**config.mk**
```make
export PLATFORM = sky130hd
export DESIGN_NAME = lp_lane_turnaround
export DESIGN_NICKNAME = d
export VERILOG_FILES = /design/src/rtl/lta_pkg.sv /design/src/rtl/lta_phase_timer.sv /design/src/rtl/lta_line_drive.sv /design/src/rtl/lp_lane_turnaround.sv
export SDC_FILE = /design/constraint.sdc
export NUM_CORES = 1
export LEC_CHECK = 0
export BUFFER_PORTS_ARGS = -buffer_cell sky130_fd_sc_hd__buf_2
export CORE_UTILIZATION = 45
export DETAILED_ROUTE_END_ITERATION = 10
export PLACE_DENSITY = 0.6
export SYNTH_ARGS = -nofsm -noshare
export SYNTH_HDL_FRONTEND = slang
export SYNTH_SLANG_ARGS = --single-unit
```
**constraint.sdc**
```tcl
create_clock -name clk -period 14.4 [get_ports clk]
set_input_delay 0.72 -clock clk [delete_from_list [all_inputs] [get_ports clk]]
set_output_delay 0.72 -clock clk [all_outputs]
set_load 0.005 [all_outputs]
```
**src/rtl/lta_pkg.sv**
```systemverilog
package lta_pkg;

  typedef enum logic [3:0] {
    ST_OWN_IDLE,
    ST_TX_10A,
    ST_TX_00A,
    ST_TX_10B,
    ST_TX_BRIDGE,
    ST_WAIT_00,
    ST_WAIT_10,
    ST_LISTEN,
    ST_RQ_10A,
    ST_RQ_00A,
    ST_RQ_10B,
    ST_RX_SURE,
    ST_RX_GET,
    ST_RX_10
  } ta_state_e;

  localparam logic [1:0] LN_11 = 2'b11;
  localparam logic [1:0] LN_10 = 2'b10;
  localparam logic [1:0] LN_01 = 2'b01;
  localparam logic [1:0] LN_00 = 2'b00;

endpackage

```
**src/rtl/lta_phase_timer.sv**
```systemverilog
module lta_phase_timer #(
  parameter int CNT_W  = 8,
  parameter int MULT_W = 4
) (
  input  logic              clk,
  input  logic              rst_n,
  input  logic              clr,
  input  logic [CNT_W-1:0]  lpx,
  input  logic [MULT_W-1:0] mult,
  output logic              done
);
  localparam int LEN_W = CNT_W + MULT_W;

  logic [CNT_W-1:0] eff_lpx;
  logic [LEN_W-1:0] len;
  logic [LEN_W-1:0] cnt;

  // a zero period is taken as one cycle
  assign eff_lpx = (lpx == '0) ? CNT_W'(1) : lpx;
  assign len     = LEN_W'(mult) * LEN_W'(eff_lpx);
  assign done    = (cnt == len - LEN_W'(1));

  always_ff @(posedge clk or negedge rst_n) begin
    if (!rst_n)      cnt <= '0;
    else if (clr)    cnt <= '0;
    else if (!done)  cnt <= cnt + LEN_W'(1);
  end
endmodule

```
**src/rtl/lta_line_drive.sv**
```systemverilog
module lta_line_drive
  import lta_pkg::*;
#(
  parameter bit INIT_OWNER = 1'b1
) (
  input  logic       clk,
  input  logic       rst_n,
  input  ta_state_e  nxt,
  output logic [1:0] line_out,
  output logic       line_oe,
  output logic       own_lane
);
  logic [1:0] out_d;
  logic       oe_d;
  logic       own_d;

  always_comb begin
    out_d = LN_11;
    oe_d  = 1'b0;
    own_d = 1'b0;
    case (nxt)
      ST_OWN_IDLE:  begin out_d = LN_11; oe_d = 1'b1; own_d = 1'b1; end
      ST_TX_10A,
      ST_TX_10B:    begin out_d = LN_10; oe_d = 1'b1; own_d = 1'b1; end
      ST_TX_00A,
      ST_TX_BRIDGE: begin out_d = LN_00; oe_d = 1'b1; own_d = 1'b1; end
      ST_RX_GET:    begin out_d = LN_00; oe_d = 1'b1; own_d = 1'b0; end
      ST_RX_10:     begin out_d = LN_10; oe_d = 1'b1; own_d = 1'b0; end
      default:      begin out_d = LN_11; oe_d = 1'b0; own_d = 1'b0; end
    endcase
  end

  always_ff @(posedge clk or negedge rst_n) begin
    if (!rst_n) begin
      line_out <= LN_11;
      line_oe  <= INIT_OWNER;
      own_lane <= INIT_OWNER;
    end else begin
      line_out <= out_d;
      line_oe  <= oe_d;
      own_lane <= own_d;
    end
  end
endmodule

```
**src/rtl/lp_lane_turnaround.sv**
```systemverilog
module lp_lane_turnaround
  import lta_pkg::*;
#(
  parameter int CNT_W      = 8,
  parameter bit INIT_OWNER = 1'b1,
  parameter int SURE_MULT  = 1,
  parameter int GO_MULT    = 4,
  parameter int GET_MULT   = 5,
  parameter int WAIT_MULT  = 8
) (
  input  logic             clk,
  input  logic             rst_n,
  input  logic [CNT_W-1:0] lpx_cycles,
  input  logic             ta_req,
  input  logic [1:0]       line_in,
  output logic [1:0]       line_out,
  output logic             line_oe,
  output logic             own_lane
);
  localparam int MULT_W = 4;
  localparam ta_state_e RST_ST = INIT_OWNER ? ST_OWN_IDLE : ST_LISTEN;

  ta_state_e         st, nxt;
  logic [MULT_W-1:0] mult;
  logic              done;

  always_comb begin
    nxt  = st;
    mult = MULT_W'(1);
    case (st)
      ST_OWN_IDLE:  if (ta_req) nxt = ST_TX_10A;
      ST_TX_10A:    if (done) nxt = ST_TX_00A;
      ST_TX_00A:    if (done) nxt = ST_TX_10B;
      ST_TX_10B:    if (done) nxt = ST_TX_BRIDGE;
      ST_TX_BRIDGE: begin
        mult = MULT_W'(GO_MULT);
        if (done) nxt = ST_WAIT_00;
      end
      ST_WAIT_00: begin
        mult = MULT_W'(WAIT_MULT);
        if (line_in == LN_10)                    nxt = ST_WAIT_10;
        else if (line_in != LN_00 || done)       nxt = ST_OWN_IDLE;
      end
      ST_WAIT_10: begin
        mult = MULT_W'(WAIT_MULT);
        if (line_in == LN_11)                    nxt = ST_LISTEN;
        else if (line_in != LN_10 || done)       nxt = ST_OWN_IDLE;
      end
      ST_LISTEN:    if (line_in == LN_10) nxt = ST_RQ_10A;
      ST_RQ_10A: begin
        if (line_in == LN_00)      nxt = ST_RQ_00A;
        else if (line_in != LN_10) nxt = ST_LISTEN;
      end
      ST_RQ_00A: begin
        if (line_in == LN_10)      nxt = ST_RQ_10B;
        else if (line_in != LN_00) nxt = ST_LISTEN;
      end
      ST_RQ_10B: begin
        if (line_in == LN_00)      nxt = ST_RX_SURE;
        else if (line_in != LN_10) nxt = ST_LISTEN;
      end
      ST_RX_SURE: begin
        mult = MULT_W'(SURE_MULT);
        if (line_in != LN_00) nxt = ST_LISTEN;
        else if (done)        nxt = ST_RX_GET;
      end
      ST_RX_GET: begin
        mult = MULT_W'(GET_MULT);
        if (done) nxt = ST_RX_10;
      end
      ST_RX_10:     if (done) nxt = ST_OWN_IDLE;
      default:      nxt = RST_ST;
    endcase
  end

  always_ff @(posedge clk or negedge rst_n) begin
    if (!rst_n) st <= RST_ST;
    else        st <= nxt;
  end

  lta_phase_timer #(
    .CNT_W  (CNT_W),
    .MULT_W (MULT_W)
  ) u_timer (
    .clk   (clk),
    .rst_n (rst_n),
    .clr   (nxt != st),
    .lpx   (lpx_cycles),
    .mult  (mult),
    .done  (done)
  );

  lta_line_drive #(
    .INIT_OWNER (INIT_OWNER)
  ) u_drive (
    .clk      (clk),
    .rst_n    (rst_n),
    .nxt      (nxt),
    .line_out (line_out),
    .line_oe  (line_oe),
    .own_lane (own_lane)
  );
endmodule

```
==> out/results.ini, run 1 <==
[outcome]
status = completed

[power]
finalPower_uw = 272
p_switching_uw = 120
swShare = 0.441
powerDensity_nw_per_um2 = 90.2
seqPwrFrac = 0.345
p_comb_frac = 0.499
intPower_uw = 152
p_leak_nw = 1.31
peakVddDrop_mv = 0.104
clockPowerShare = 0.156

[grt]
grt_start_max_net_pins = 21
grt_antenna_before_repair = 0
grt_pass1_vias = 2405
grt_first_pass_wirelength_um = 10800
globalRouteOverflowTotal = 0
track_usage = 0.205

[sta]
setup_tns_ns = 0
setup_viol = 0
grt_setup_unrepaired = no
min_period_ns = 6.00
slew_headroom = 0.532
fmax_mhz = 167
finalCritPeriodShare = 0.416
hold_viol = 0
worstMarginPinSlew_ns = 0.703
fin_skew_ns = 0.000942
slew_viol_final = 0

[critical_path]
cp-start-kind = flop
rrSetupSlack_ns = 8.40
path_class = flop to flop
crit_path_end_kind = flop
max_stage_delay_ns = 0.57
crit_required_ns = 14.53
reg2regPathDepth = 19
crit_buf_inv = 3
critPathMaxFanout = 16
critPathArrivalTime_ns = 6.13
cp_top_family = simple AND/OR/NAND/NOR gates
cp_num_cells = 19
cp_slowest_cell = dfrtp_1
path_cells = or2b_2 > nor2_1 > nand2_1 > ha_1 > inv_1 > ha_1 > inv_1 > fa_1 > inv_1 > ha_1 > a21o_2 > a31oi_1 > a22oi_1 > nor4b_1 > nand4b_2 > o311ai_1 > o211a_1 > nand4b_2 > nor2_1

[die]
row_count = 28
dieArea_um2 = 6740
core_um2 = 6060
die_x_um = 82.1
initial_core_util = 0.476
io_pins = 17
fp.dieH_um = 82.1

[final_layout]
multi_input_area_um2 = 2140
drive_gt1_frac = 0.191
diodes = 0
register_area_um2 = 505
syn_to_final_growth_pct = 4.47
fill_cells = 601
nets = 401

[clock_network]
postCtsSetupBuffers = 0
clockBufferDepth = 2
insertion_delay_ns = 0.26
post_cts_resized = 0
cts_tree = yes
path_clk_slew_ns = 0.07
cts_buffers = 3
htreeDepth = 1
cts.root.buffer_cell = clkbuf_8
ctsHoldBuffers = 0
cts_sinks = 20

[route]
ant_nets = 0
drtPass1Iterations = 4
post_drt_wl_per_cell_um = 14.6
drt_iter0_markers = 169
via_count = 2464
wl_um = 6200
drc = 0
vias_per_cell = 5.78

[place]
hpwl_um = 5010
gp_congestion = 0.917
port_buffers = 16

[yosys]
ys_seq_area_frac = 0.175
ys.flop_type = dfrtp_1
syn-num-nets = 390
synth-edff-count = 0
synth.distinct_cells = 78
synth_warnings = 0
syn_area_um2 = 2890
async_reset_ff_frac = 1.00
syn_area_per_cell_um2 = 8.46
synth_cells = 341
ys_seq_elements = 20

[flow_run]
cap_violations = 0

[min_path]
hp-class = input port to asynchronous set/reset pin

## per-stage QoR
step                      instances  worst slack [ns]  hold slack, ns  instance area, um^2  utilization
after CTS                       426              8.38           0.409                 3010        0.497
final                           426              8.40           0.389                 3010        0.497
after global placement          422              8.49           0.574                 2960        0.488
after global routing            426              7.92           0.424                 3010        0.497
after detailed placement        422              8.41           0.598                 2960        0.488
after floorplan                 341              8.93           0.424                 2890            -
## flip-flops by register name, summed over array words and instances, names as in the netlist
name / flops
u_drive.own_lane: 1
u_drive.line_oe: 1
st: 4
u_timer.cnt: 12
u_drive.line_out: 2
## final timing paths
path                                startpoint         endpoint
worst max-delay path                     st[1]   u_timer.cnt[8]
worst min-delay path                     rst_n            st[0]
worst max register to register           st[1]   u_timer.cnt[8]
worst min register to register  u_timer.cnt[6]   u_timer.cnt[6]
max in group asynchronous                rst_n  u_drive.line_oe
min in group clk                u_timer.cnt[6]   u_timer.cnt[6]
## cells in the final DEF (no fill, tap or decap), types with 6 or more instances in the layout
cell type and n:
a21oi_1 14, buf_2 16, dfrtp_1 16, ha_1 31, inv_1 37, nand2_1 44
nand3_1 9, nor2_1 19, nor2_2 10, nor3_1 6, o21ai_0 9, xnor2_1 18
xor2_1 9
## synthesized netlist by cell type (2+ instances only)
library cell / number / share of area
and2_4: 4 / 0.012
nand4b_2: 2 / 0.010
and2_1: 3 / 0.0065
ha_1: 31 / 0.13
a211oi_1: 3 / 0.0078
or2b_2: 2 / 0.0061
o2111a_1: 2 / 0.0078
o2111ai_4: 2 / 0.018
and3_1: 3 / 0.0065
or2_2: 3 / 0.0065
a41oi_1: 3 / 0.0091
dfstp_2: 4 / 0.036
nor3_1: 6 / 0.010
nand4_1: 4 / 0.0087
mux2i_1: 3 / 0.010
nor2_1: 19 / 0.025
buf_6: 3 / 0.012
clkbuf_1: 2 / 0.0026
nor2_2: 10 / 0.022
xor2_1: 9 / 0.027
clkbuf_8: 3 / 0.014
a22oi_1: 3 / 0.0078
xnor2_1: 18 / 0.055
nand2_1: 44 / 0.057
nor4b_1: 3 / 0.0091
nand2b_1: 2 / 0.0043
nor4_1: 4 / 0.0087
o21bai_1: 2 / 0.0052
a21oi_1: 14 / 0.024
a21o_1: 5 / 0.013
o21ai_0: 9 / 0.016
a31oi_1: 3 / 0.0065
dfrtp_1: 16 / 0.14
nor2b_1: 2 / 0.0043
fa_1: 5 / 0.035
o21a_1: 2 / 0.0052
inv_1: 37 / 0.048
nand3_1: 9 / 0.016
a221o_1: 2 / 0.0069
o311ai_4: 2 / 0.018
## layer usage
layer / routed length, um / vias to the layer above / track usage
met5: 0 / - / 0
met4: 121 / 0 / 0.0754
met3: 258 / 15 / 0.0189
met2: 2800 / 63 / 0.339
met1: 3020 / 1152 / 0.275
li1: - / 1234 / -
## kinds of logic (layout without fill, tap and decap cells)
kind of cell	Yosys count	after routing	share of synthesized area
AOI/OAI and AO/OA	74	74	0.225
xor gates and xnor gates	27	27	0.0820
adders and majority gates	36	36	0.169
buffers and inverters	48	58	0.0841
DFF	20	20	0.175
muxes	3	3	0.0104
and+or+nand+nor	133	133	0.255
## power groups by stage
stage | Combinational (mW) | Sequential, mW | Clock, mW
global placement | 0.135 | 0.0942 | 0
detailed placement | 0.135 | 0.0944 | 0
finish | 0.136 | 0.0939 | 0.0424
CTS | 0.136 | 0.0937 | 0.0436
global route | 0.152 | 0.0971 | 0.0458
floorplan | 0.135 | 0.0781 | 0
## cell type report
class,count,share of cell area
Clock buffer,4,0.0183
Inverter,38,0.0473
Multi-Input combinational cell,273,0.709
Sequential cell,20,0.168
Tap cell,75,0.0311
Timing Repair Buffer,16,0.0266
No activity file was read; power rests on OpenSTA's default activity.
==> inputs of run 2 (changes only) <==
--- a/config.mk
+++ b/config.mk
@@ -5,10 +5,11 @@
 export SDC_FILE = /design/constraint.sdc
 export NUM_CORES = 1
 export LEC_CHECK = 0
+export ABC_AREA = 1
 export BUFFER_PORTS_ARGS = -buffer_cell sky130_fd_sc_hd__buf_2
 export CORE_UTILIZATION = 45
 export DETAILED_ROUTE_END_ITERATION = 10
-export PLACE_DENSITY = 0.6
+export PLACE_DENSITY = 0.62
 export SYNTH_ARGS = -nofsm -noshare
 export SYNTH_HDL_FRONTEND = slang
 export SYNTH_SLANG_ARGS = --single-unit
==> constraint.sdc (replaced) <==
create_clock -name clk -period 4.9 [get_ports clk]
set_input_delay 0.245 -clock clk [delete_from_list [all_inputs] [get_ports clk]]
set_output_delay 0.245 -clock clk [all_outputs]
set_load 0.005 [all_outputs]
==> run 2 against run 1 <==
Power increased to 2.6 times the previous value. Sequential share of layout area decreased by 1.8 points. Non-clock buffer count increased by 14. First-iteration DRC count decreased by 33%. Clock-buffer cell count unchanged. Final cell count increased by 36%. Global-route usage increased by 1.4 points. Critical path depth increased by 10. Clock power increased to 2.9 times the previous value. Highest routed layer unchanged.
==> out/results.ini, run 2 <==
[route]
wl_um = 6910
drt_iter0_markers = 113
via_count = 2854
post_drt_wl_per_cell_um = 12.0
ant_nets = 0
top_layer = met4
met3_length_um = 216
dr_wl_met2_um = 3580
drc = 0
drtPass1Iterations = 4
drt-met1-wl_um = 2920
vias_per_cell = 4.94

[sta]
final.setup.worst_slack_ns = 0.332
setup_tns_ns = 0
worstMarginPinSlew_ns = 0.433
finalCritPeriodShare = 0.932
hold_viol = 0
slew_viol_final = 0
setup_viol = 0
fin_skew_ns = 0.00221
slew_headroom = 0.712
min_period_ns = 4.57
fmax_mhz = 219

[final_layout]
reg_top3 = u_timer.cnt (12), st (4), u_drive.line_out (2)
drive_gt1_frac = 0.220
layout_commonest_cell = nand2_1
nets = 551
syn_to_final_growth_pct = 15.8
fill_cells = 650
diodes = 0
regMostFlops = u_timer.cnt
mostFrequentLayoutCells = nand2_1 (134), inv_1 (93), nor2_1 (41), nand3_1 (27), ha_1 (27)
post-route-util = 0.538
final_cells = 578
largest_register_ffs = 12
design_area_um2 = 3390

[yosys]
synth-edff-count = 0
ys_seq_area_frac = 0.172
async_reset_ff_frac = 1.00
ys_seq_elements = 20
synth_top_cell_by_area = nand2_1
syn-num-nets = 516
syn_area_um2 = 2930
ys.flop_type = dfrtp_1
syn_area_per_cell_um2 = 6.28
synth_cells = 467
synth_most_common_cell = nand2_1
synth_top_area_frac = 0.175
synth.distinct_cells = 39
synthTopCellsByArea = nand2_1 (18%), dfrtp_1 (14%), ha_1 (13%)
synth_commonest_cells = nand2_1 (137), inv_1 (95), nor2_1 (49), ha_1 (31), nand3_1 (28)
synth_warnings = 0

[clock_network]
cts_tree = yes
cts_sinks = 20
path_clk_slew_ns = 0.07
cts.root.buffer_cell = clkbuf_8
htreeDepth = 1
clockBufferDepth = 2
insertion_delay_ns = 0.26
cts_buffers = 3

[flow_run]
cap_violations = 0

[grt]
globalRouteOverflowTotal = 0
grt_pass1_vias = 2728
track_usage = 0.219
grt_start_max_net_pins = 21
grt_first_pass_wirelength_um = 11500
grt_antenna_before_repair = 0

[critical_path]
cp-start-kind = flop
rr_startpoint = st[1]
max_stage_delay_ns = 0.53
crit_path_end_kind = flop
critPathMaxFanout = 8
crit_path_start = st[1]
path_class = flop to flop
cp_slowest_cell = fa_1
cpMostUsedCell = inv_1
crit_required_ns = 5.05
critPathArrivalTime_ns = 4.72

[die]
row_count = 29
fp.dieH_um = 82.7
die_x_um = 82.7
core_um2 = 6310
initial_core_util = 0.464
io_pins = 17
dieArea_um2 = 6840

[place]
dpl.cell_count = 569
dp_slack_ns = -0.0155
dpl_cell_area_um2 = 3170
port_buffers = 16
hpwl_um = 5840
gp_congestion = 0.984

[power]
powerDensity_nw_per_um2 = 206
p_leak_nw = 1.90
peakVddDrop_mv = 0.184

[min_path]
hp-class = input port to flop
min-delay-start = ta_req

[outcome]
status = completed

==> run 2: cell count changes after synthesis, moves of 12 or more <==
| cell | before | now |
|---|---|---|
| xnor2_1 | 18 | 5 |
| nand2_1 | 44 | 137 |
| inv_1 | 37 | 95 |
| nand3_1 | 9 | 28 |
| nand2_2 | 1 | 13 |
| nor2_1 | 19 | 49 |
==> run 2: per-layer routing <==
layer,vias up,GRT usage
met5,-,0
met4,0,0.0724
met3,12,0.0264
met2,51,0.425
met1,1302,0.243
li1,1489,-
==> run 2: path summary, 6_finish.rpt <==
| check | to | slack (ns) | depth (start not counted) |
|---|---|---|---|
| setup / recovery | u_timer.cnt[8] | 0.33 | 29 |
| hold / removal | u_drive.line_out[0] | 0.39 | 4 |
| setup reg to reg | u_timer.cnt[8] | 0.33 | 29 |
| hold reg to reg | u_timer.cnt[11] | 0.60 | 3 |
| max in group asynchronous | u_drive.line_out[1] | 4.11 | 2 |
| min in group asynchronous | u_timer.cnt[10] | 0.45 | 2 |
==> run 2: critical path, delay by kind of cell (launching register included) <==
kind                       cells  cell delay [ns]
and+or+nand+nor               16             1.70
adders and majority gates      4             1.32
buffers and inverters          7             0.60
DFF                            1             0.44
AOI/OAI and AO/OA              2             0.39
==> run 2: cell type report <==
| cell class | count | area, um^2 | share of cell area |
|---|---|---|---|
| Sequential cell | 20 | 508 | 0.150 |
| Timing Repair Buffer | 30 | 191 | 0.0564 |
| Inverter | 104 | 390 | 0.115 |
| Multi-Input combinational cell | 343 | 2150 | 0.634 |
| Clock buffer | 4 | 55.1 | 0.0162 |
| Tap cell | 77 | 96.3 | 0.0284 |
==> run 2: where the power goes <==
part	internal (mW)	total, mW	switching (mW)	leakage, nW
registers	0.193	0.228	0.0348	0.251
clock network	0.0715	0.125	0.0533	0.0288
logic	0.136	0.346	0.209	1.62
==> run 2: timing repair <==
| item | 4_1_cts | 5_1_grt |
|---|---|---|
| setup endpoints to repair | 12 | 17 |
| endpoints found under the hold margin | 16 | 0 |
| pin swaps | 0 | 9 |
| gates resized for setup | 1 | 28 |
| hold buffers | 1 | 0 |
| setup buffers | 0 | 3 |
| gates cloned | 0 | 1 |
==> run 2: cell families after synthesis <==
| logic type | after synthesis | share of synthesized area |
|---|---|---|
| multiplexers | 1 | 0.00341 |
| AO/OA/AOI/OAI | 24 | 0.0546 |
| buffers and inverters | 105 | 0.137 |
| AND/OR/NAND/NOR | 267 | 0.424 |
| XOR/XNOR | 14 | 0.0418 |
| adder cells (fa/ha/maj) | 36 | 0.166 |
| flip-flops | 20 | 0.172 |
==> run 2: through the flow <==
stage          power [mW]  hold slack, ns
2_1_floorplan       0.475         -0.0506
3_3_place_gp        0.544           0.208
3_5_place_dp        0.545           0.206
4_1_cts             0.673           0.378
5_1_grt             0.763           0.414
6_report            0.699           0.394
==> inputs of run 3 (changes only) <==
--- a/config.mk
+++ b/config.mk
@@ -5,9 +5,9 @@
 export SDC_FILE = /design/constraint.sdc
 export NUM_CORES = 1
 export LEC_CHECK = 0
-export ABC_AREA = 1
 export BUFFER_PORTS_ARGS = -buffer_cell sky130_fd_sc_hd__buf_2
 export CORE_UTILIZATION = 45
+export CTS_CLUSTER_DIAMETER = 40
 export DETAILED_ROUTE_END_ITERATION = 10
 export PLACE_DENSITY = 0.62
 export SYNTH_ARGS = -nofsm -noshare
==> run 3 against run 2 <==
Die area is 1.5% lower. Sequential share of layout area is 1.2 points lower. Maximum frequency fell by 5.4%. Register-to-register slack lost 0.26 ns. Utilization rose by 6.8 points. Via count fell by 4.9%. Clock skew grew 0.0078 ns. Sequential power increased by 9.6%. Final area grew 8.2%. Combinational power up 85%. Highest routed layer unchanged.
==> out/results.ini, run 3 (same netlist as run 1, synthesis figures left out) <==
[final_layout]
diodes = 0
post-route-util = 0.606
layout_commonest_cell = nand2_1
regMostFlops = u_timer.cnt
nets = 446
design_area_um2 = 3670
multi_input_area_um2 = 2440
mostFrequentLayoutCells = nand2_1 (43), buf_4 (39), inv_1 (33), ha_1 (27)
register_area_um2 = 507
syn_to_final_growth_pct = 27.3
fill_cells = 548
largest_register_ffs = 12
final_cells = 471
reg_top3 = u_timer.cnt (12), st (4), u_drive.line_out (2)
drive_gt1_frac = 0.356

[die]
die_x_um = 82.1
fp.dieH_um = 82.1
row_count = 28
io_pins = 17
dieArea_um2 = 6740
initial_core_util = 0.476
core_um2 = 6060

[route]
post_drt_wl_per_cell_um = 15.9
wl_um = 7490
drt_iter0_markers = 198
drtPass1Iterations = 4
ant_nets = 0
via_count = 2713
drc = 0
vias_per_cell = 5.76

[grt]
globalRouteOverflowTotal = 0
track_usage = 0.229
grt_antenna_before_repair = 0
grt_start_max_net_pins = 21
grt_pass1_vias = 2567
grt_first_pass_wirelength_um = 11800

[place]
dpl.cell_count = 452
dpl_cell_area_um2 = 3270
hpwl_um = 5530
port_buffers = 16
gp_congestion = 0.893

[sta]
fin_skew_ns = 0.0100
hold_viol = 0
worstMarginPinSlew_ns = 0.849
min_period_ns = 4.83
setup_tns_ns = 0
slew_viol_final = 0
fmax_mhz = 207
finalCritPeriodShare = 0.985
grt_setup_unrepaired = yes
slew_headroom = 0.429
setup_viol = 0

[clock_network]
cts_buffers = 3
cts_sinks = 20
htreeDepth = 1
clockBufferDepth = 2
path_clk_slew_ns = 0.08
cts_tree = yes
cts.root.buffer_cell = clkbuf_8
insertion_delay_ns = 0.26

[critical_path]
path_class = flop to flop
cp-start-kind = flop
critPathArrivalTime_ns = 5.02
critPathMaxFanout = 8
crit_required_ns = 5.10
crit_path_end_kind = flop
reg2regPathDepth = 21

[power]
peakVddDrop_mv = 0.244
finalPower_mw = 1.01
powerDensity_nw_per_um2 = 276
p_leak_nw = 1.58

[outcome]
status = completed

[min_path]
hp-class = input port to asynchronous set/reset pin

[flow_run]
cap_violations = 0

[run 3: routing by layer]
layer,part of all wire,track usage
met5,0,0
met2,0.49,0.405
met1,0.47,0.305
met3,0.035,0.0211
met4,0.0079,0.0333
[run 3: report_power, final]
group | internal (mW) | leakage [nW] | switching, mW | total, mW
Clock | 0.0714 | 0.0288 | 0.0532 | 0.125
Combinational | 0.302 | 1.30 | 0.337 | 0.639
Sequential | 0.201 | 0.252 | 0.0486 | 0.250
[run 3: final timing paths]
path / from / to / slack, ns
setup reg to reg: st[1] / u_drive.line_out[1] / 0.07
max in group asynchronous: rst_n / u_drive.own_lane / 4.08
hold reg to reg: u_timer.cnt[8] / u_timer.cnt[8] / 0.62
setup / recovery: st[1] / u_drive.line_out[1] / 0.07
hold / removal: rst_n / st[3] / 0.47
min in group clk: line_in[1] / st[2] / 0.52
[run 3: area by class of cell]
class,count,share of cell area
inverter,38,0.0388
sequential,20,0.138
tap,75,0.0256
timing repair buffer,60,0.119
clock buffer,4,0.0150
multi-input combinational,274,0.664
[run 3: per-stage QoR]
step	hold WS, ns	worst slack [ns]
final	0.471	0.0718
after global routing	0.509	-0.0879
after CTS	0.479	-0.0258
after detailed placement	0.229	-0.126
after global placement	0.224	-0.0635
after floorplan	-0.0506	0.00781
[run 3: repair_timing]
action	4_1_cts	5_1_grt
hold endpoints to repair	16	0
hold buffers	1	0
resized for setup	10	29
buffers inserted	8	6
gates cloned	1	0
setup endpoints to repair	16	18
pin swaps	14	30
[run 3: critical path, stage by stage, from the launching register on]
cell      delay [ns]
dfrtp_1         0.41
or2b_4          0.27
nor2_4          0.17
nand2_1         0.08
ha_1            0.27
inv_1           0.04
ha_1            0.28
inv_2           0.04
fa_1            0.51
inv_2           0.05
ha_4            0.21
and3_4          0.16
a221o_1         0.35
buf_6           0.15
xnor2_4         0.15
nand2_2         0.08
or4_4           0.65
buf_4           0.19
nor3_4          0.20
o211ai_4        0.16
nor2b_1         0.19
a21oi_2         0.13
